File: src/rtl/lock_pkg.sv
package lock_pkg;
  typedef logic [3:0] lock_state_t;
  // bit 3 = door open, bits 2:0 = one-hot stored-digit select
  localparam lock_state_t ST_D1   = 4'b0001;
  localparam lock_state_t ST_D2   = 4'b0010;
  localparam lock_state_t ST_D3   = 4'b0100;
  localparam lock_state_t ST_OPEN = 4'b1000;
  localparam lock_state_t ST_ERR  = 4'b0000;
  localparam int SEL_W = 3;
endpackage

File: src/rtl/lock_code_mux.sv
module lock_code_mux #(
  parameter int W = 4
) (
  input  logic [2:0]   sel,
  input  logic [W-1:0] code_a,
  input  logic [W-1:0] code_b,
  input  logic [W-1:0] code_c,
  output logic [W-1:0] code_out
);
  // AND-OR selector per bit; all-zero select yields zero
  for (genvar i = 0; i < W; i++) begin : g_bit
    assign code_out[i] = (sel[0] & code_a[i]) | (sel[1] & code_b[i]) | (sel[2] & code_c[i]);
  end
endmodule

File: src/rtl/lock_digit_cmp.sv
module lock_digit_cmp #(
  parameter int W = 4
) (
  input  logic [W-1:0] lhs,
  input  logic [W-1:0] rhs,
  output logic         same
);
  logic [W-1:0] bit_match;
  for (genvar i = 0; i < W; i++) begin : g_xnor
    assign bit_match[i] = ~(lhs[i] ^ rhs[i]);
  end
  assign same = &bit_match;
endmodule

File: src/rtl/lock_ctrl.sv
module lock_ctrl
  import lock_pkg::*;
(
  input  logic        clk,
  input  logic        rst,
  input  logic        take,
  input  logic        match,
  output lock_state_t state
);
  logic        waiting;
  lock_state_t nxt;

  assign waiting = |state[2:0];

  always_comb begin
    nxt = state;
    if (waiting && take) begin
      // one-hot shift walks D1 -> D2 -> D3 -> OPEN
      nxt = match ? lock_state_t'(state << 1) : ST_ERR;
    end
  end

  always_ff @(posedge clk) begin
    if (rst) state <= ST_D1;
    else     state <= nxt;
  end

  p_reset_first_r1: assert property (@(posedge clk) rst |=> state == ST_D1);
  p_legal_sel_r2: assert property (@(posedge clk) disable iff (rst) $onehot0(state));
  p_idle_hold_r3: assert property (@(posedge clk) disable iff (rst) !take |=> $stable(state));
  p_advance_r4: assert property (@(posedge clk) disable iff (rst)
    (waiting && take && match) |=> state == lock_state_t'($past(state) << 1));
  p_wrong_err_r5: assert property (@(posedge clk) disable iff (rst)
    (waiting && take && !match) |=> state == ST_ERR);
  p_open_sticky_r7: assert property (@(posedge clk) disable iff (rst)
    state == ST_OPEN |=> state == ST_OPEN);
  p_err_sticky_r8: assert property (@(posedge clk) disable iff (rst)
    state == ST_ERR |=> state == ST_ERR);
endmodule

File: src/rtl/combo_lock.sv
module combo_lock
  import lock_pkg::*;
#(
  parameter int DIGIT_W = 4,
  parameter logic [DIGIT_W-1:0] CODE_FIRST  = 4'h3,
  parameter logic [DIGIT_W-1:0] CODE_SECOND = 4'h9,
  parameter logic [DIGIT_W-1:0] CODE_THIRD  = 4'hC
) (
  input  logic               clk,
  input  logic               rst,
  input  logic [DIGIT_W-1:0] digit_data,
  input  logic               digit_valid,
  output logic               digit_ready,
  output logic               door_open,
  output logic [SEL_W-1:0]   code_sel
);
  lock_state_t        st;
  logic [DIGIT_W-1:0] picked;
  logic               eq;

  lock_code_mux #(.W(DIGIT_W)) u_mux (
    .sel(st[2:0]), .code_a(CODE_FIRST), .code_b(CODE_SECOND),
    .code_c(CODE_THIRD), .code_out(picked)
  );

  lock_digit_cmp #(.W(DIGIT_W)) u_cmp (
    .lhs(digit_data), .rhs(picked), .same(eq)
  );

  lock_ctrl u_ctrl (
    .clk(clk), .rst(rst), .take(digit_valid & digit_ready),
    .match(eq), .state(st)
  );

  assign code_sel    = st[2:0];
  assign door_open   = st[3];
  assign digit_ready = |st[2:0];

  p_ready_match_r10: assert property (@(posedge clk) disable iff (rst)
    digit_ready |-> !door_open);
  p_open_after_third_r6: assert property (@(posedge clk) disable iff (rst)
    (code_sel == 3'b100 && digit_valid && digit_data == CODE_THIRD) |=> door_open);
endmodule

File: config.mk
export PLATFORM = sky130hd
export DESIGN_NAME = combo_lock
export DESIGN_NICKNAME = d
export VERILOG_FILES = /design/src/rtl/lock_pkg.sv /design/src/rtl/lock_code_mux.sv /design/src/rtl/lock_digit_cmp.sv /design/src/rtl/lock_ctrl.sv /design/src/rtl/combo_lock.sv
export SDC_FILE = /design/constraint.sdc
export NUM_CORES = 1
export LEC_CHECK = 0
export BUFFER_PORTS_ARGS = -buffer_cell sky130_fd_sc_hd__buf_2
export CORE_AREA = 2 2 39 41
export DETAILED_ROUTE_END_ITERATION = 12
export DIE_AREA = 0 0 41 43
export PLACE_DENSITY = 0.4
export SYNTH_ARGS = -nofsm -noshare
export SYNTH_HDL_FRONTEND = slang
export SYNTH_HIERARCHICAL = 1
export SYNTH_SLANG_ARGS = --single-unit
File: constraint.sdc
create_clock -name clk -period 1.9 [get_ports clk]
set_clock_uncertainty 0.2 [all_clocks]
set_input_delay 0.285 -clock clk [delete_from_list [all_inputs] [get_ports clk]]
set_output_delay 0.285 -clock clk [all_outputs]
set_load 0.05 [all_outputs]
==> results of run 1 <==
worst min-delay path by stage:
| stage | from | to | slack, ns |
|---|---|---|---|
| detailed placement | u_ctrl/state[3]$_SDFFE_PP0P_ | u_ctrl/state[3]$_SDFFE_PP0P_ | 0.28 |
| global placement | u_ctrl/state[3]$_SDFFE_PP0P_ | u_ctrl/state[3]$_SDFFE_PP0P_ | 0.29 |
| CTS | rst | u_ctrl/state[1]$_SDFFE_PP0P_ | 0.05 |
| floorplan | rst | u_ctrl/state[1]$_SDFFE_PP0P_ | 0.15 |
| finish | rst | u_ctrl/state[1]$_SDFFE_PP0P_ | 0.06 |
| global route | rst | u_ctrl/state[1]$_SDFFE_PP0P_ | 0.06 |
cell families (layout without fill, tap and decap cells):
logic type	Yosys count	after routing	share of synthesized area, %
other	2	12	2.69
DFF	4	4	28.7
xor gates and xnor gates	4	4	12.6
and+or+nand+nor	9	9	22.4
AOI/OAI and AO/OA	9	9	26.9
buffers and inverters	5	24	6.73
final cells by class:
cell class	count	area share (%)
multi-input cells	34	48.5
repair buffers	16	20.2
flip-flops and latches	4	18.0
clock buffers	3	4.90
well taps	16	4.36
inverters	5	4.09
per-layer routing:
metal | global-route usage, % | vias up
met5 | 0 | -
met4 | 8.00 | 0
met3 | 1.57 | 2
met2 | 15.3 | 13
met1 | 13.8 | 135
li1 | - | 169
repair_timing:
action | in CTS | in global routing
gates resized for setup | 0 | 1
endpoints found under the hold margin | 0 | 0
endpoints found under the setup margin | 0 | 3
through the flow:
stage	utilization (%)	area (um2)	worst slack [ns]	setup TNS (ns)
detailed placement	31.2	432	0.109	0
finish	33.2	459	0.137	0
global placement	31.2	432	0.0320	0
floorplan	-	319	0.00363	0
global route	33.2	459	-0.0177	-0.0177
CTS	32.8	454	0.0748	0
synthesized netlist by cell type:
| library cell | count |
|---|---|
| xor2_1 | 4 |
| or4b_1 | 1 |
| a222oi_1 | 4 |
| or3_1 | 1 |
| a21o_2 | 1 |
| conb_1 | 2 |
| a21oi_1 | 2 |
| o31a_2 | 1 |
| inv_1 | 5 |
| dfxtp_1 | 4 |
| nand2b_1 | 3 |
| a31oi_1 | 1 |
| nor4_2 | 1 |
| nand3_1 | 3 |
worst reg2reg max path, stage by stage, from the launching register on:
cell      delay [ns]
dfxtp_2         0.32
a222oi_1        0.32
inv_1           0.08
xor2_1          0.15
nor4_2          0.26
buf_4           0.16
nand3_1         0.07
a21oi_1         0.12
power breakdown:
part / internal (uW) / switching, uW / total, uW / leakage, uW
Sequential: 87.3 / 2.22 / 89.5 / 0.0000328
Combinational: 30.5 / 42.6 / 73.1 / 0.000186
Clock: 70.7 / 35.6 / 106 / 0.0000138
==> flow_metrics.env, run 1 <==
export IMPL_status="completed"
export IMPL_regToRegSetupSlack_ns=0.14
export IMPL_hpwl_um=602
export IMPL_finalSetupViolations=0
export IMPL_slowest_delay_ns=0.32
export IMPL_ios=12
export IMPL_worstHoldPathCells=2
export IMPL_diodes=0
export IMPL_cp_arrival_ns=1.72
export IMPL_first_global_vias=320
export IMPL_synth_area_um2=279
export IMPL_rsz0062_at_grt="yes"
export IMPL_cts_tree="done"
export IMPL_cts_buffers=3
export IMPL_drive_gt1_share_pct=40.3
export IMPL_ff_latch_area_um2=82.6
export IMPL_slew_viol_final=0
export IMPL_seq_area_frac_synth_pct=28.7
export IMPL_fillers=160
export IMPL_grt_pass1_wl_um=1260
export IMPL_routed_wl_um=752
export IMPL_reg2reg_from="u_ctrl/state[0]$_SDFFE_PP1P_"
export IMPL_grt_max_degree=9
export IMPL_wl_met2_um=334
export IMPL_yosys_area_top_type_share_pct=28.7
export IMPL_cp_required_ns=1.86
export IMPL_syn_instance_count=33
export IMPL_syn2layout_area_growth_pct=64.6
export IMPL_critPathKind="register to register"
export IMPL_cts_buffer_depth=2
export IMPL_layout_common_cells="conb_1 (12), buf_2 (11), buf_4 (5), inv_1 (5)"
export IMPL_end_kind="register"
export IMPL_drt_met1_wl_um=348
export IMPL_p_leak_uw=0.000233
export IMPL_portBuffers=11
export IMPL_regMostFlops="u_ctrl/state"
export IMPL_synthTopCellsByArea="dfxtp_1 (29%), a222oi_1 (14%), xor2_1 (13%), inv_1 (6.7%), nand2b_1 (6.7%)"
export IMPL_cp_endpoint="u_ctrl/state[1]$_SDFFE_PP0P_"
export IMPL_cp_depth=7
export IMPL_core_area_um2=1380
export IMPL_max_freq_mhz=567
export IMPL_antenna_found_initial=0
export IMPL_power_density_nw_per_um2=586
export IMPL_cts_root_buf="clkbuf_4"
export IMPL_path_delay_family="compound AO/OA/AOI/OAI gates"
export IMPL_die_width_um=41
export IMPL_r2r_end="u_ctrl/state[1]$_SDFFE_PP0P_"
export IMPL_crit_path_max_fanout=4
export IMPL_fin_cells=78
export IMPL_holdBufCountCts=0
export IMPL_place_congestion=0.639
export IMPL_highest_layer="met4"
export IMPL_cp_slowest_cell="dfxtp_2"
export IMPL_dr_wl_met3_um=55
export IMPL_power_uw=269
export IMPL_core_rowCount=14
export IMPL_first_pass_iters=4
export IMPL_synth_distinct_cells=14
export IMPL_largest_register_ffs=4
export IMPL_grt_overflow=0
export IMPL_avgRoutedWirePerCell_um=9.64
export IMPL_fin_hold_ws_ns=0.0604
export IMPL_num_nets_final=71
export IMPL_vias=319
export IMPL_die_height_um=43
export IMPL_hp_class="primary input to register"
export IMPL_htreeDepth=1
export IMPL_synth_warnings=6
export IMPL_placed_cells=75
export IMPL_layout_commonest_cell="conb_1"
export IMPL_reg_largest_list="u_ctrl/state: 4 flops"
export IMPL_drtIter0Drc=10
export IMPL_worst_r2r_path_depth=7
export IMPL_start_util_pct=20.2
export IMPL_die_area_um2=1760
export IMPL_fin_crit_ns=1.76
export IMPL_multi_input_area_um2=223
export IMPL_ys_seq_elements=4
export IMPL_post_route_drc_count=0
export IMPL_timing_final_crit_share_pct=92.8
export IMPL_synth_avg_cell_area_um2=8.46
export IMPL_synth_top_area_cell="dfxtp_1"
export IMPL_cp_start_kind="register"
export IMPL_clkSinkCount=4
export IMPL_hold_viol=0
export IMPL_crit_buf_inv=2
export IMPL_crit_start="u_ctrl/state[0]$_SDFFE_PP1P_"
export IMPL_via_per_inst=4.09
export IMPL_postCtsSetupRepairBufs=0
export IMPL_maxCapViolations=0
export IMPL_route_antenna_remaining_nets=0
export IMPL_vdd_drop_max_uv=159
export IMPL_crit_path_cell_trace="a222oi_1, inv_1, xor2_1, nor4_2, buf_4, nand3_1, a21oi_1"
export IMPL_grt_use_total_pct=10.7
export IMPL_clk_pin_slew_ns=0.04
export IMPL_clk_latency_ns=0.24
(Power assumes the default switching activity.)
==> inputs of run 2 (changes only) <==
- clock period: 1.9 -> 2.24 ns (I/O delays scaled with it)
==> flow_metrics.env, run 2 (synthesis gave the netlist of run 1 again) <==
export IMPL_post_route_drc_count=0
export IMPL_clkSinkCount=4
export IMPL_setup_tns_ns=0
export IMPL_clk_pin_slew_ns=0.04
export IMPL_p_int_uw=155
export IMPL_place_congestion=0.596
export IMPL_first_global_vias=266
export IMPL_drtIter0Drc=14
export IMPL_seqPwrFrac_pct=36.0
export IMPL_crit_path_cell_trace="a222oi_1, inv_1, xor2_1, nor4_2, nand3_1, a31oi_1"
export IMPL_antenna_found_initial=0
export IMPL_htreeDepth=1
export IMPL_p_leak_uw=0.000212
export IMPL_core_area_um2=1380
export IMPL_reg_largest_list="u_ctrl/state: 4 flops"
export IMPL_crit_path_max_fanout=10
export IMPL_first_pass_iters=5
export IMPL_critPathKind="register to register"
export IMPL_fin_cells=74
export IMPL_placed_cells=71
export IMPL_cts_tree="done"
export IMPL_portBuffers=11
export IMPL_pre_cts_ws_ns=0.296
export IMPL_diodes=0
export IMPL_start_util_pct=20.2
export IMPL_die_area_um2=1760
export IMPL_largest_register_ffs=4
export IMPL_layout_common_cells="conb_1 (12), buf_2 (11), inv_1 (5)"
export IMPL_route_antenna_remaining_nets=0
export IMPL_switching_share_pct=28.9
export IMPL_cts_buffers=3
export IMPL_fin_util_pct=30.5
export IMPL_clk_latency_ns=0.23
export IMPL_postCtsSetupRepairBufs=0
export IMPL_hpwl_um=501
export IMPL_cp_required_ns=2.20
export IMPL_finalSetupViolations=0
export IMPL_vias=308
export IMPL_hp_class="primary input to register"
export IMPL_ios=12
export IMPL_holdBufCountCts=0
export IMPL_maxCapViolations=0
export IMPL_pwr_share_clk_pct=39.7
export IMPL_hold_viol=0
export IMPL_layout_commonest_cell="conb_1"
export IMPL_num_nets_final=67
export IMPL_cts_root_buf="clkbuf_4"
export IMPL_die_height_um=43
export IMPL_ctsResizeCount=0
export IMPL_drive_gt1_share_pct=31.0
export IMPL_grt_max_degree=11
export IMPL_pwr_share_comb_pct=24.3
export IMPL_core_rowCount=14
export IMPL_slowest_delay_ns=0.39
export IMPL_slew_viol_final=0
export IMPL_cts_buffer_depth=2
export IMPL_routed_wl_um=677
export IMPL_cp_start_kind="register"
export IMPL_crit_buf_inv=1
export IMPL_status="completed"
export IMPL_power_uw=218
export IMPL_max_freq_mhz=517
export IMPL_vdd_drop_max_uv=172
export IMPL_grt_pass1_wl_um=1070
export IMPL_grt_use_total_pct=9.54
export IMPL_regMostFlops="u_ctrl/state"
export IMPL_setup_ws_ns=0.307
export IMPL_power_density_nw_per_um2=517
export IMPL_via_per_inst=4.16
export IMPL_end_kind="register"
export IMPL_die_width_um=41
export IMPL_avgRoutedWirePerCell_um=9.15
export IMPL_fin_crit_ns=1.93
export IMPL_cp_arrival_ns=1.89
export IMPL_power_switching_uw=63.1
export IMPL_syn2layout_area_growth_pct=51.1
export IMPL_grt_overflow=0
export IMPL_path_delay_family="compound AO/OA/AOI/OAI gates"
export IMPL_rsz0062_at_grt="no"
export IMPL_timing_final_crit_share_pct=86.3
export IMPL_cp_slowest_cell="dfxtp_1"
## run 2: cell count changes in the layout (fill, tap and decap cells not counted)
cell	before	now
buf_4	5	1
dfxtp_1	2	4
dfxtp_2	2	0
nand3_1	2	3
nand3_2	1	0
## run 2: worst register-to-register path, cell delays in order (launching register included)
cell,delay [ns]
dfxtp_1,0.39
a222oi_1,0.34
inv_1,0.09
xor2_1,0.17
nor4_2,0.37
nand3_1,0.12
a31oi_1,0.18
## run 2: metrics by stage
step	hold WS, ns	area, um2
after floorplan	0.205	317
after global placement	0.291	399
after detailed placement	0.287	399
after CTS	0.120	422
after global routing	0.119	422
final	0.124	422
## run 2: path summary, 6_finish.rpt
kind                                startpoint                            to  slack, ns  cells past startpoint
setup / recovery  u_ctrl/state[0]$_SDFFE_PP1P_  u_ctrl/state[3]$_SDFFE_PP0P_       0.31                      6
hold / removal                             rst  u_ctrl/state[1]$_SDFFE_PP0P_       0.12                      2
setup reg to reg  u_ctrl/state[0]$_SDFFE_PP1P_  u_ctrl/state[3]$_SDFFE_PP0P_       0.31                      6
hold reg to reg   u_ctrl/state[3]$_SDFFE_PP0P_  u_ctrl/state[3]$_SDFFE_PP0P_       0.30                      2
## run 2: final cells by class
cell class,count,area (um2)
Clock buffer,3,22.5
Fill cell,157,962
Inverter,5,18.8
Multi-Input combinational cell,34,218
Sequential cell,4,80.1
Tap cell,16,20.0
Timing Repair Buffer,12,62.6
## run 2: per-layer routing
layer  GRT usage [%]  up-vias  share of wire [%]
li1                -      162                  -
met1            10.9      134                 47
met2            12.5       12                 45
met3            3.14        0                8.3
met4            10.0        0                  0
met5               0        -                  0
## run 2: power by group through the flow
stage	Sequential [uW]	Combinational [uW]	Clock, uW
after floorplan	84.9	33.9	0
after global placement	79.9	53.5	0
after detailed placement	79.8	53.0	0
after CTS	78.7	53.3	92.3
after global routing	79.4	59.1	97.3
final	78.6	52.9	86.6
